File: src/rtl/div_unit_pkg.sv
package div_unit_pkg;
  typedef enum logic [1:0] {
    OP_EXT_U   = 2'd0,
    OP_EXT_S   = 2'd1,
    OP_SHORT_S = 2'd2,
    OP_RSVD    = 2'd3
  } div_op_e;

  typedef enum logic {ST_IDLE, ST_RUN} div_state_e;
endpackage

File: src/rtl/div_operand_prep.sv
module div_operand_prep
  import div_unit_pkg::*;
#(
  parameter int W = 16
) (
  input  div_op_e          op_i,
  input  logic [W-1:0]     d_i,
  input  logic [W-1:0]     x_i,
  input  logic [W-1:0]     y_i,
  output logic [2*W-1:0]   dvd_mag_o,
  output logic [W-1:0]     dvs_mag_o,
  output logic             dvd_neg_o,
  output logic             dvs_neg_o,
  output logic             dvs_zero_o
);
  localparam int DW = 2 * W;

  logic [DW-1:0] raw;
  logic          is_signed;

  always_comb begin
    raw        = (op_i == OP_SHORT_S) ? {{W{d_i[W-1]}}, d_i} : {y_i, d_i};
    is_signed  = (op_i != OP_EXT_U);
    dvd_neg_o  = is_signed & raw[DW-1];
    dvs_neg_o  = is_signed & x_i[W-1];
    dvd_mag_o  = dvd_neg_o ? -raw : raw;
    dvs_mag_o  = dvs_neg_o ? -x_i : x_i;
    dvs_zero_o = (x_i == '0);
  end
endmodule

File: src/rtl/div_shift_core.sv
module div_shift_core #(
  parameter int W = 16
) (
  input  logic             clk_i,
  input  logic             rst_ni,
  input  logic             load_i,
  input  logic             step_i,
  input  logic [2*W-1:0]   dvd_i,
  input  logic [W-1:0]     dvs_i,
  output logic [2*W-1:0]   quot_o,
  output logic [W-1:0]     rem_o
);
  localparam int DW = 2 * W;

  logic [DW-1:0] quot_q;
  logic [W-1:0]  rem_q, dvs_q;
  logic [W:0]    shifted, diff;
  logic          fit;

  // restoring step: partial remainder always stays below the divisor
  always_comb begin
    shifted = {rem_q, quot_q[DW-1]};
    diff    = shifted - {1'b0, dvs_q};
    fit     = (shifted >= {1'b0, dvs_q});
  end

  always_ff @(posedge clk_i or negedge rst_ni) begin
    if (!rst_ni) begin
      quot_q <= '0;
      rem_q  <= '0;
      dvs_q  <= '0;
    end else if (load_i) begin
      quot_q <= dvd_i;
      rem_q  <= '0;
      dvs_q  <= dvs_i;
    end else if (step_i) begin
      quot_q <= {quot_q[DW-2:0], fit};
      rem_q  <= fit ? diff[W-1:0] : shifted[W-1:0];
    end
  end

  assign quot_o = quot_q;
  assign rem_o  = rem_q;
endmodule

File: src/rtl/div_result_fix.sv
module div_result_fix
  import div_unit_pkg::*;
#(
  parameter int W = 16
) (
  input  div_op_e          op_i,
  input  logic [2*W-1:0]   quot_mag_i,
  input  logic [W-1:0]     rem_mag_i,
  input  logic             dvd_neg_i,
  input  logic             dvs_neg_i,
  input  logic             dvs_zero_i,
  output logic [W-1:0]     quot_o,
  output logic [W-1:0]     rem_o,
  output logic             z_o,
  output logic             n_o,
  output logic             v_o,
  output logic             c_o
);
  localparam int DW = 2 * W;
  localparam logic [DW-1:0] POS_LIM = DW'((64'd1 << (W - 1)) - 64'd1);
  localparam logic [DW-1:0] NEG_LIM = DW'(64'd1 << (W - 1));

  logic [DW-1:0] q_full;
  logic          q_neg;

  always_comb begin
    q_neg  = dvd_neg_i ^ dvs_neg_i;
    q_full = q_neg ? -quot_mag_i : quot_mag_i;
    quot_o = q_full[W-1:0];
    rem_o  = dvd_neg_i ? -rem_mag_i : rem_mag_i;
    c_o    = dvs_zero_i;
    if (dvs_zero_i) begin
      z_o = 1'b0;
      n_o = 1'b0;
      v_o = 1'b0;
    end else begin
      z_o = (quot_mag_i == '0);
      n_o = q_full[W-1];
      if (op_i == OP_EXT_U) v_o = |quot_mag_i[DW-1:W];
      else                  v_o = q_neg ? (quot_mag_i > NEG_LIM) : (quot_mag_i > POS_LIM);
    end
  end
endmodule

File: src/rtl/ext_div_unit.sv
module ext_div_unit
  import div_unit_pkg::*;
#(
  parameter int W = 16
) (
  input  logic         clk_i,
  input  logic         rst_ni,
  input  logic         start_i,
  input  logic [1:0]   op_i,
  input  logic [W-1:0] d_i,
  input  logic [W-1:0] x_i,
  input  logic [W-1:0] y_i,
  output logic [W-1:0] d_o,
  output logic [W-1:0] x_o,
  output logic [W-1:0] y_o,
  output logic         d_we_o,
  output logic         x_we_o,
  output logic         y_we_o,
  output logic         flag_z_o,
  output logic         flag_n_o,
  output logic         flag_v_o,
  output logic         flag_c_o,
  output logic         done_o
);
  localparam int DW    = 2 * W;
  localparam int STEPS = DW;
  localparam int CNT_W = $clog2(STEPS + 1);

  div_state_e       state_q;
  div_op_e          op_in, op_q;
  logic [CNT_W-1:0] cnt_q;
  logic             dvd_neg_q, dvs_neg_q, zero_q;
  logic             accept, finish;

  logic [DW-1:0] dvd_mag, quot_mag;
  logic [W-1:0]  dvs_mag, rem_mag, quot_res, rem_res;
  logic          dvd_neg, dvs_neg, dvs_zero;
  logic          z_res, n_res, v_res, c_res;

  assign op_in  = div_op_e'(op_i);
  assign accept = start_i && (state_q == ST_IDLE) && (op_in != OP_RSVD);
  assign finish = (state_q == ST_RUN) && (cnt_q == CNT_W'(STEPS));

  div_operand_prep #(.W(W)) u_prep (
    .op_i      (op_in),
    .d_i       (d_i),
    .x_i       (x_i),
    .y_i       (y_i),
    .dvd_mag_o (dvd_mag),
    .dvs_mag_o (dvs_mag),
    .dvd_neg_o (dvd_neg),
    .dvs_neg_o (dvs_neg),
    .dvs_zero_o(dvs_zero)
  );

  div_shift_core #(.W(W)) u_core (
    .clk_i (clk_i),
    .rst_ni(rst_ni),
    .load_i(accept),
    .step_i((state_q == ST_RUN) && !finish),
    .dvd_i (dvd_mag),
    .dvs_i (dvs_mag),
    .quot_o(quot_mag),
    .rem_o (rem_mag)
  );

  div_result_fix #(.W(W)) u_fix (
    .op_i      (op_q),
    .quot_mag_i(quot_mag),
    .rem_mag_i (rem_mag),
    .dvd_neg_i (dvd_neg_q),
    .dvs_neg_i (dvs_neg_q),
    .dvs_zero_i(zero_q),
    .quot_o    (quot_res),
    .rem_o     (rem_res),
    .z_o       (z_res),
    .n_o       (n_res),
    .v_o       (v_res),
    .c_o       (c_res)
  );

  always_ff @(posedge clk_i or negedge rst_ni) begin
    if (!rst_ni) begin
      state_q   <= ST_IDLE;
      op_q      <= OP_EXT_U;
      cnt_q     <= '0;
      dvd_neg_q <= 1'b0;
      dvs_neg_q <= 1'b0;
      zero_q    <= 1'b0;
    end else if (accept) begin
      state_q   <= ST_RUN;
      op_q      <= op_in;
      cnt_q     <= '0;
      dvd_neg_q <= dvd_neg;
      dvs_neg_q <= dvs_neg;
      zero_q    <= dvs_zero;
    end else if (finish) begin
      state_q   <= ST_IDLE;
    end else if (state_q == ST_RUN) begin
      cnt_q     <= cnt_q + 1'b1;
    end
  end

  always_ff @(posedge clk_i or negedge rst_ni) begin
    if (!rst_ni) begin
      d_o      <= '0;
      x_o      <= '0;
      y_o      <= '0;
      d_we_o   <= 1'b0;
      x_we_o   <= 1'b0;
      y_we_o   <= 1'b0;
      flag_z_o <= 1'b0;
      flag_n_o <= 1'b0;
      flag_v_o <= 1'b0;
      flag_c_o <= 1'b0;
      done_o   <= 1'b0;
    end else if (finish) begin
      d_o      <= rem_res;
      x_o      <= quot_res;
      y_o      <= quot_res;
      d_we_o   <= !zero_q;
      x_we_o   <= !zero_q && (op_q == OP_SHORT_S);
      y_we_o   <= !zero_q && (op_q != OP_SHORT_S);
      flag_z_o <= z_res;
      flag_n_o <= n_res;
      flag_v_o <= v_res;
      flag_c_o <= c_res;
      done_o   <= 1'b1;
    end else begin
      d_we_o   <= 1'b0;
      x_we_o   <= 1'b0;
      y_we_o   <= 1'b0;
      done_o   <= 1'b0;
    end
  end
endmodule

File: config.mk
export PLATFORM = sky130hd
export DESIGN_NAME = ext_div_unit
export DESIGN_NICKNAME = d
export VERILOG_FILES = /design/src/rtl/div_unit_pkg.sv /design/src/rtl/div_operand_prep.sv /design/src/rtl/div_shift_core.sv /design/src/rtl/div_result_fix.sv /design/src/rtl/ext_div_unit.sv
export SDC_FILE = /design/constraint.sdc
export NUM_CORES = 1
export LEC_CHECK = 0
export BUFFER_PORTS_ARGS = -buffer_cell sky130_fd_sc_hd__buf_2
export CAP_MARGIN = 20
export CELL_PAD_IN_SITES_DETAIL_PLACEMENT = 0
export CELL_PAD_IN_SITES_GLOBAL_PLACEMENT = 1
export CORE_ASPECT_RATIO = 0.9
export CORE_MARGIN = 3
export CORE_UTILIZATION = 45
export CTS_CLUSTER_SIZE = 40
export DETAILED_ROUTE_END_ITERATION = 10
export GPL_TIMING_DRIVEN = 1
export HOLD_SLACK_MARGIN = 0.06
export PLACE_DENSITY_LB_ADDON = 0.1
export SLEW_MARGIN = 20
export SYNTH_ARGS = -nofsm -noshare
export SYNTH_HDL_FRONTEND = slang
export SYNTH_SLANG_ARGS = --single-unit
File: constraint.sdc
create_clock -name clk_i -period 5.6 [get_ports clk_i]
set_input_delay 0.28 -clock clk_i [delete_from_list [all_inputs] [get_ports clk_i]]
set_output_delay 0.28 -clock clk_i [all_outputs]
set_load 0.01 [all_outputs]
==> metrics list, run 1 <==
- Global-route wire length before repair: 30700 µm
- STA classifies the critical path startpoint as a flop.
* Power Density: 651 nW/µm²
- After the first detailed-routing iteration, the DRC count stood at 414.
- GRT Total Usage: 0.214
* Setup TNS: 0 ns
* Final Hold Slack: 0.0834 ns
- Part of the Yosys area used for sequential elements: 0.397
* Cells on Worst Hold Path: 2
- After layout, the design draws a total of 5.54 mW.
- Origin of the critical flop-to-flop path: u_core.rem_o[11]$_DFFE_PN0P_
- The die covers 17800 µm².
* Mean Syn Cell Area: 8.64 µm²
- Reg area: 2900 µm²
- Across the run, the number of max-cap violations was 0.
- Using the TritonRoute via totals, the vias-per-cell ratio works out to 5.56.
- TritonCTS built the clock tree.
* Post-synth top cells: 116 x sky130_fd_sc_hd__dfrtp_1, 103 x sky130_fd_sc_hd__nand2_1, 73 x sky130_fd_sc_hd__nor2_1
- TritonCTS buffer count: 17
- After floorplanning, the core was divided into 43 placement rows.
- Clock latency on the worst-skew pair: 0.42 ns
- Number of standard cells in the final layout excluding fillers: 1138
- The first detailed-routing pass ran for 5 iterations.
- Summing all placed instances gives a cell area of 7870 µm².
- In the synthesized netlist the dominant register cell turns out to be sky130_fd_sc_hd__dfrtp_1.
- Async set-reset flop share out of synthesis: 1.00
* Pre-CTS setup slack: 2.71 ns
* Number of sinks handled by clock tree synthesis: 116
- Dominant cells by area after synthesis: sky130_fd_sc_hd__dfrtp_1 40%, sky130_fd_sc_hd__xnor2_1 5.9%, sky130_fd_sc_hd__nand2_1 5.3%
- VDD sags by at most 0.336 mV.
* Count of boundary I/O pins: 109
* Area growth from synthesis to layout: 16.4%
- Global routing finished with a remaining overflow of 0.
- STA classifies the critical path endpoint as a flop.
- In the final layout, the multi-input gates occupy 4020 µm².
- EDFF count, synth: 0
- Worst hold path class: in2reg
- The flow ran to the end, and the final reports show no timing, DRC or antenna violations.
* Vert. Die Dim: 127 µm
- During synthesis, Yosys emitted a total of 0 warnings.
* Final hold violation count: 0
* Final nets: 999
* Via count: 6330
* Post-Syn Area: 7310 µm²
- Setup repair after global routing missed its margin: false
* Initial Util: 0.467
* Area share of the leading cell type in the synthesized netlist: 0.397
- Fill count: 1479
* Max-slew violations: 0
- Share of the clock period used by the worst path: 0.521
- For the pin with the worst max-slew slack, the measured transition is 1.01 ns.
- Max clock buf depth: 2
* Die outline width: 140 µm
* Clock tree root buffer cell: sky130_fd_sc_hd__clkbuf_16
* Number of global-route vias before repair: 5995
* Residual DRC: 0
- After clock tree synthesis, the clock-pin slew on the worst setup and hold paths is 0.06 ns.
- Once placement completed, the tool counted placed cells totaling 1105.
- sky130_fd_sc_hd__dfrtp_1 takes more of the synthesized area than any other cell.
- Syn Nets: 922
- Largest stage delay on the critical path: 0.83 ns
* Post-synthesis instance total: 846
- On the final layout, the worst clock skew is 0.00898 ns.
- Maximum clock frequency: 343 MHz
* Pin count of the biggest net entering global routing: 76
- The repair_antennas step left the layout with diodes totalling 0.
- The worst setup path is of the reg2reg kind.
* Worst reg2reg path depth: 7
- Remaining number of nets flagged by the antenna check after routing: 0
* Final standard cell utilization of the core: 0.543
- # Post-CTS Setup Buffers: 0
* Yosys cell types: 64
* Final critical-path setup slack: 2.68 ns
* Source of the critical timing path: u_core.rem_o[11]$_DFFE_PN0P_
- Most frequent cell after synthesis: sky130_fd_sc_hd__dfrtp_1
- Once detailed placement completed, the half-perimeter wirelength came to 13800 µm.
- Crit-path slowest cell: sky130_fd_sc_hd__a22o_1
- For this design the static power due to leakage is 3.87 nW.
* WL/cell: 16.4 µm
- Buffers inserted to repair hold after CTS numbered 1.
- Area of all placed cells without fillers: 8500 µm²
- Required time reported for the critical path endpoint: 5.85 ns
- Wires add up to 18600 µm.
- Register bit count reported by yosys: 116
- In this run the tightest slew margin relative to its limit is 0.325.
- Worst path cell trace: ha_1 > a21oi_1 > o21ai_1 > nor3_1 > a22o_1 > mux2i_1 > o22ai_1
- During placement, the flow inserted port buffers numbering 108.
- Placeable core area: 15700 µm²
* Final worst path period need: 2.92 ns
- Count of instances resized after the clock tree is built: 0
* H-Tree Level Count: 4
- Beginning of the worst hold path: x_i[15]
* Final estimated routing congestion in global placement: 0.859
* Layout cells sized above 1: 0.178
- For the worst setup path, the data arrival time is 3.17 ns.
* Number of antenna violations at the first check in global routing: 0
- In this run the worst path has a maximum fanout of 20.
- Setup violations remaining at the end of the flow were counted as 0.
-- registers in the layout, indices dropped and copies added, names as in the netlist --
register and cells:
u_core.rem_o 16, done_o 1, d_o 16, dvd_neg_q 1, state_q 1, cnt_q 6
flag_v_o 1, flag_z_o 1, op_q 2, y_we_o 1, u_core.dvs_q 16, flag_n_o 1
x_we_o 1, dvs_neg_q 1, u_core.quot_o 32, flag_c_o 1, zero_q 1, d_we_o 1
y_o 16
-- path summary, 6_finish.rpt --
path / endpoint / slack, ns
max: u_core.rem_o[5]$_DFFE_PN0P_ / 2.68
min: zero_q$_DFFE_PN0P_ / 0.08
max reg2reg: u_core.rem_o[5]$_DFFE_PN0P_ / 2.68
min reg2reg: d_o[4]$_DFFE_PN0P_ / 0.47
max in group asynchronous: u_core.dvs_q[1]$_DFFE_PN0P_ / 3.85
min in group asynchronous: done_o$_DFF_PN0_ / 0.37
-- cells in the final DEF, fill, tap and decap left out, types with 6 or more instances in the layout --
cell type	netlist	final
sky130_fd_sc_hd__mux2i_1	15	15
sky130_fd_sc_hd__nand2_1	103	103
sky130_fd_sc_hd__nor4_1	9	9
sky130_fd_sc_hd__ha_1	22	22
sky130_fd_sc_hd__buf_4	18	6
sky130_fd_sc_hd__o31ai_1	11	11
sky130_fd_sc_hd__dfrtp_1	116	116
sky130_fd_sc_hd__o21ai_1	37	36
sky130_fd_sc_hd__clkbuf_16	0	17
sky130_fd_sc_hd__nor2_1	73	72
sky130_fd_sc_hd__a21oi_1	54	53
sky130_fd_sc_hd__o22ai_1	7	7
sky130_fd_sc_hd__o41ai_1	7	7
sky130_fd_sc_hd__and3_1	6	6
sky130_fd_sc_hd__nand2b_1	9	9
sky130_fd_sc_hd__a22oi_1	19	19
sky130_fd_sc_hd__o21ai_0	70	70
sky130_fd_sc_hd__nand3_1	10	9
sky130_fd_sc_hd__buf_2	4	107
sky130_fd_sc_hd__a31oi_1	9	9
sky130_fd_sc_hd__inv_1	32	32
sky130_fd_sc_hd__xnor2_1	49	49
sky130_fd_sc_hd__or3_1	7	7
sky130_fd_sc_hd__and2_1	6	6
sky130_fd_sc_hd__nor3_1	18	18
sky130_fd_sc_hd__xor2_1	32	32
-- layer usage --
layer  global-route usage  share of wire  vias to the layer above
met5                    0              0                        -
met2                0.316           0.42                      202
met4               0.0638          0.012                        0
met3               0.0407          0.057                       20
li1                     -              -                     3139
met1                0.319           0.51                     2969
-- worst max-delay path, delay by kind of cell, from the launching register on --
kind	cells	cell delay, ns
flops	1	0.44
simple gates	1	0.21
mux	1	0.27
fa+ha+maj	1	0.37
compound gates	4	1.45
-- cells by family after synthesis --
kind of cell / Yosys count / share of synthesized area
XOR/XNOR: 81 / 0.0971
AND/OR/NAND/NOR: 274 / 0.183
flip-flops: 116 / 0.397
multiplexers: 16 / 0.0221
buffers and inverters: 89 / 0.0557
adder cells (fa/ha/maj): 23 / 0.0404
AO/OA/AOI/OAI: 247 / 0.204
-- power by group --
part | internal, mW | switching (mW)
Clock | 0.715 | 0.408
Sequential | 1.24 | 0.412
Combinational | 1.21 | 1.55
-- final cells by class --
type | count | area share
Clock inverter | 14 | 0.0207
Sequential cell | 116 | 0.341
Inverter | 33 | 0.0146
Multi-Input combinational cell | 641 | 0.472
Tap cell | 202 | 0.0297
Timing Repair Buffer | 114 | 0.0695
Clock buffer | 18 | 0.0516
No activity file was read; power rests on OpenSTA's default activity.
==> run 2, diff against run 1 <==
- CORE_UTILIZATION: 45 -> 44
- clock period: 5.6 -> 2.85 ns (I/O delays scaled with it)
==> run 2 against run 1 <==
Compared with the run above: utilization increased by 0.64 points; largest cell class unchanged; setup slack worse by 2.5 ns; combinational power increased by 100%; highest routed layer unchanged; cell area rose by 4.6%; register-to-register slack got worse by 2.5 ns; critical path depth increased by 2; fmax increased by 11%; global-route usage is 0.11 points lower; clock-buffer cell count up 2; die area grew 2.2%; sequential cell count did not move.
==> metrics list, run 2 (same netlist as run 1, synthesis figures left out) <==
- The share of total power in the clock network was 0.210 (was 0.203).
- Vert. Die Dim: 128 µm (was 127 µm)
- The biggest fanout along the worst timing path is 14 (was 20).
- The last weighted congestion value of the routability-driven placer is 0.847 (was 0.859).
- The type of origin of the critical path is a flop (unchanged).
- Share of the clock period used by the worst path: 0.920 (was 0.521)
- The required time of the worst setup path was 3.16 ns (was 5.85 ns).
* Clock latency on the worst-skew pair: 0.42 ns (about the same)
- Met1 layer usage reported by global route: 0.322 (was 0.319)
- The clock-pin slew reported for the worst setup and hold paths after clock tree synthesis was 0.06 ns (about the same).
- The global-route wire length before repair came to 30900 µm (was 30700 µm).
* Final worst path period need: 2.62 ns (was 2.92 ns)
* Final nets: 1038 (was 999)
- H-Tree Level Count: 4 (unchanged)
- TritonCTS clock tree: built (unchanged)
- The number of placed instances, taps included was 1125 (was 1105).
- Internal power summed over all cells: 6.52 mW (was 3.16 mW)
- The transition time at the pin with the least slew margin is 1.01 ns (about the same).
- The number of fill cells is 1492 (was 1479).
- The number of buffers between clock root and the deepest sink came to 2 (unchanged).
* Die ar.: 18200 µm² (was 17800 µm²)
* Portion of total power attributed to combinational logic: 0.501 (was 0.499)
- Residual DRC: 0 (unchanged)
- Final hold violation count: 0 (unchanged)
- The fraction of layout cells with a size suffix above 1 is 0.184 (was 0.178).
* Number of setup violations in the final report: 0 (unchanged)
* Critical path type: reg2reg (unchanged)
* Global-route congestion overflow total: 0 (unchanged)
* Largest stage delay on the critical path: 0.45 ns (was 0.83 ns)
- Via count: 6445 (was 6330)
- Remaining number of nets flagged by the antenna check after routing: 0 (unchanged)
* Count of boundary I/O pins: 109 (unchanged)
- Outcome: finished clean (unchanged).
- The routed wire length was 19000 µm (was 18600 µm).
- Max FFs per register: 32 (unchanged)
- The area growth from synthesis to final layout was 21.7% (was 16.4%).
* TritonCTS buffer count: 17 (unchanged)
- The fmax is 381 MHz (was 343 MHz).
* GRT Total Usage: 0.213 (was 0.214)
- The peak supply drop came to 0.776 mV (was 0.336 mV).
- Clock tree root buffer cell: sky130_fd_sc_hd__clkbuf_16 (unchanged)
- The most used routing layer is met1 (unchanged).
* Commonest cells after routing, fill and taps aside: 116 x sky130_fd_sc_hd__dfrtp_1, 107 x sky130_fd_sc_hd__buf_2, 103 x sky130_fd_sc_hd__nand2_1, 72 x sky130_fd_sc_hd__nor2_1, 70 x sky130_fd_sc_hd__o21ai_0 (unchanged)
- The number of diodes added for antenna fixing is 0 (unchanged).
* Initial Util: 0.451 (was 0.467)
* Switching pwr: 4.68 mW (was 2.37 mW)
- Leakage: 4.06 nW (was 3.87 nW)
- Clock Skews: 0.00831 ns (was 0.00898 ns)
- The per-cell via count in the routed design is 5.45 (was 5.56).
- The post-CTS setup-driven buffer insertion count was 0 (unchanged).
- The endpoint kind of the worst setup timing path is a flop (unchanged).
- The total power per unit cell area is 1260 nW/µm² (was 651 nW/µm²).
- In this design, the critical path's most frequently occurring cell is sky130_fd_sc_hd__a22o_1.
- The post-route non-filler standard cell count is 1182 (was 1138).
- The met2 track demand over resource came to 0.311 (was 0.316).
- Worst path cell trace: ha_1 > nand2_1 > a211oi_1 > o21ai_1 > a21o_1 > a22o_1 > buf_4 > mux2i_1 > a22o_1 (was ha_1 > a21oi_1 > o21ai_1 > nor3_1 > a22o_1 > mux2i_1 > o22ai_1).
- Setup repair after global routing missed its margin: false (unchanged)
* Number of global-route vias before repair: 6043 (was 5995)
* Drt first-iter violations: 308 (was 414)
* Worst hold path class: in2reg (unchanged)
- Placeable core area: 16200 µm² (was 15700 µm²)
- Number of antenna violations at the first check in global routing: 0 (unchanged)
- The clock sink count is 116 (unchanged).
- The critical path's slowest cell was sky130_fd_sc_hd__dfrtp_1 (was sky130_fd_sc_hd__a22o_1).
- WL/cell: 16.1 µm (was 16.4 µm)
- The sequential fraction of design power came to 0.288 (was 0.298).
* GRT met3 Usage: 0.0410 (was 0.0407)
* Relative max-transition margin: 0.321 (was 0.325)
- Data arrival time of the critical path: 2.93 ns (was 3.17 ns)
* Max Cap Viol: 0 (unchanged)
- The aggregate negative setup slack came to 0 ns (unchanged).
- Number of rows created at floorplan: 44 (was 43)
- The iteration count of the initial detailed-routing pass came to 5 (unchanged).
- The detailed placement HPWL is 14400 µm (was 13800 µm).
- Port Buffers: 108 (unchanged)
* Die outline width: 142 µm (was 140 µm)
- The fraction of power spent switching nets came to 0.418 (was 0.429).
- The leading cell type in the layout, fill and taps excluded is sky130_fd_sc_hd__dfrtp_1 (unchanged).
- Pin count of the biggest net entering global routing: 74 (was 76)
* Max-slew violations: 0 (unchanged)
## run 2: changes by cell type in the layout (fill, tap and decap cells not counted), sizes merged
cell         before  now
bufinv            3    5
buf             113  128
clkinvlp          2    3
inv              36   35
dlygate4sd3       1   25
clkbuf           18   20
clkinv            6    2
## run 2: path summary, 6_finish.rpt
path / startpoint / endpoint / slack [ns] / cells past startpoint
worst max-delay path: u_core.rem_o[3]$_DFFE_PN0P_ / u_core.rem_o[6]$_DFFE_PN0P_ / 0.23 / 9
worst min-delay path: x_i[4] / u_core.dvs_q[4]$_DFFE_PN0P_ / 0.07 / 3
worst max register to register: u_core.rem_o[3]$_DFFE_PN0P_ / u_core.rem_o[6]$_DFFE_PN0P_ / 0.23 / 9
worst min register to register: flag_n_o$_DFFE_PN0P_ / flag_n_o$_DFFE_PN0P_ / 0.47 / 2
max in group asynchronous: rst_ni / u_core.rem_o[13]$_DFFE_PN0P_ / 1.66 / 4
min in group asynchronous: rst_ni / d_o[2]$_DFFE_PN0P_ / 0.25 / 2
## run 2: cell type report
cell class	count	area, µm²	area share
clock buffers	20	447	0.0502
repair buffers	153	956	0.107
flip-flops and latches	116	2900	0.326
inverters	33	124	0.0139
well taps	207	259	0.0291
clock inverters	12	200	0.0225
multi-input cells	641	4010	0.450
## run 2: power groups by stage
stage	Clock, mW	Sequential, mW	Combinational [mW]
6_report	2.35	3.23	5.61
5_1_grt	2.47	3.35	6.31
4_1_cts	2.40	3.23	5.65
3_5_place_dp	0	3.25	5.60
3_3_place_gp	0	3.19	5.52
2_1_floorplan	0	3.11	4.19
## run 2: critical path, delay by kind of cell, from the launching register on
family,cells,cell delay [ns]
compound gates,5,1.14
buf+inv,1,0.25
flops,1,0.45
mux,1,0.14
simple gates,1,0.10
fa+ha+maj,1,0.42
## run 2: what timing repair did
| item | in CTS | in global routing |
|---|---|---|
| endpoints found under the hold margin | 66 | 0 |
| endpoints found under the setup margin | 0 | 1 |
| hold buffers | 25 | 0 |
| resized for setup | 0 | 1 |
## run 2: routing by layer
| layer | up-vias | part of all wire |
|---|---|---|
| met5 | - | 0 |
| met1 | 3070 | 0.52 |
| met3 | 18 | 0.044 |
| met4 | 0 | 0.012 |
| met2 | 154 | 0.42 |
| li1 | 3203 | - |
## run 2: through the flow
| step | area [µm²] | total power [mW] | util | hold slack, ns | worst slack, ns |
|---|---|---|---|---|---|
| after floorplan | 7310 | 7.29 | - | -0.153 | 0.576 |
| after global placement | 8000 | 8.72 | 0.494 | 0.159 | 0.321 |
| after detailed placement | 8000 | 8.85 | 0.494 | 0.169 | 0.249 |
| after CTS | 8890 | 11.3 | 0.549 | 0.0603 | 0.175 |
| after global routing | 8890 | 12.1 | 0.550 | 0.0787 | 0.0399 |
| final | 8890 | 11.2 | 0.550 | 0.0735 | 0.229 |
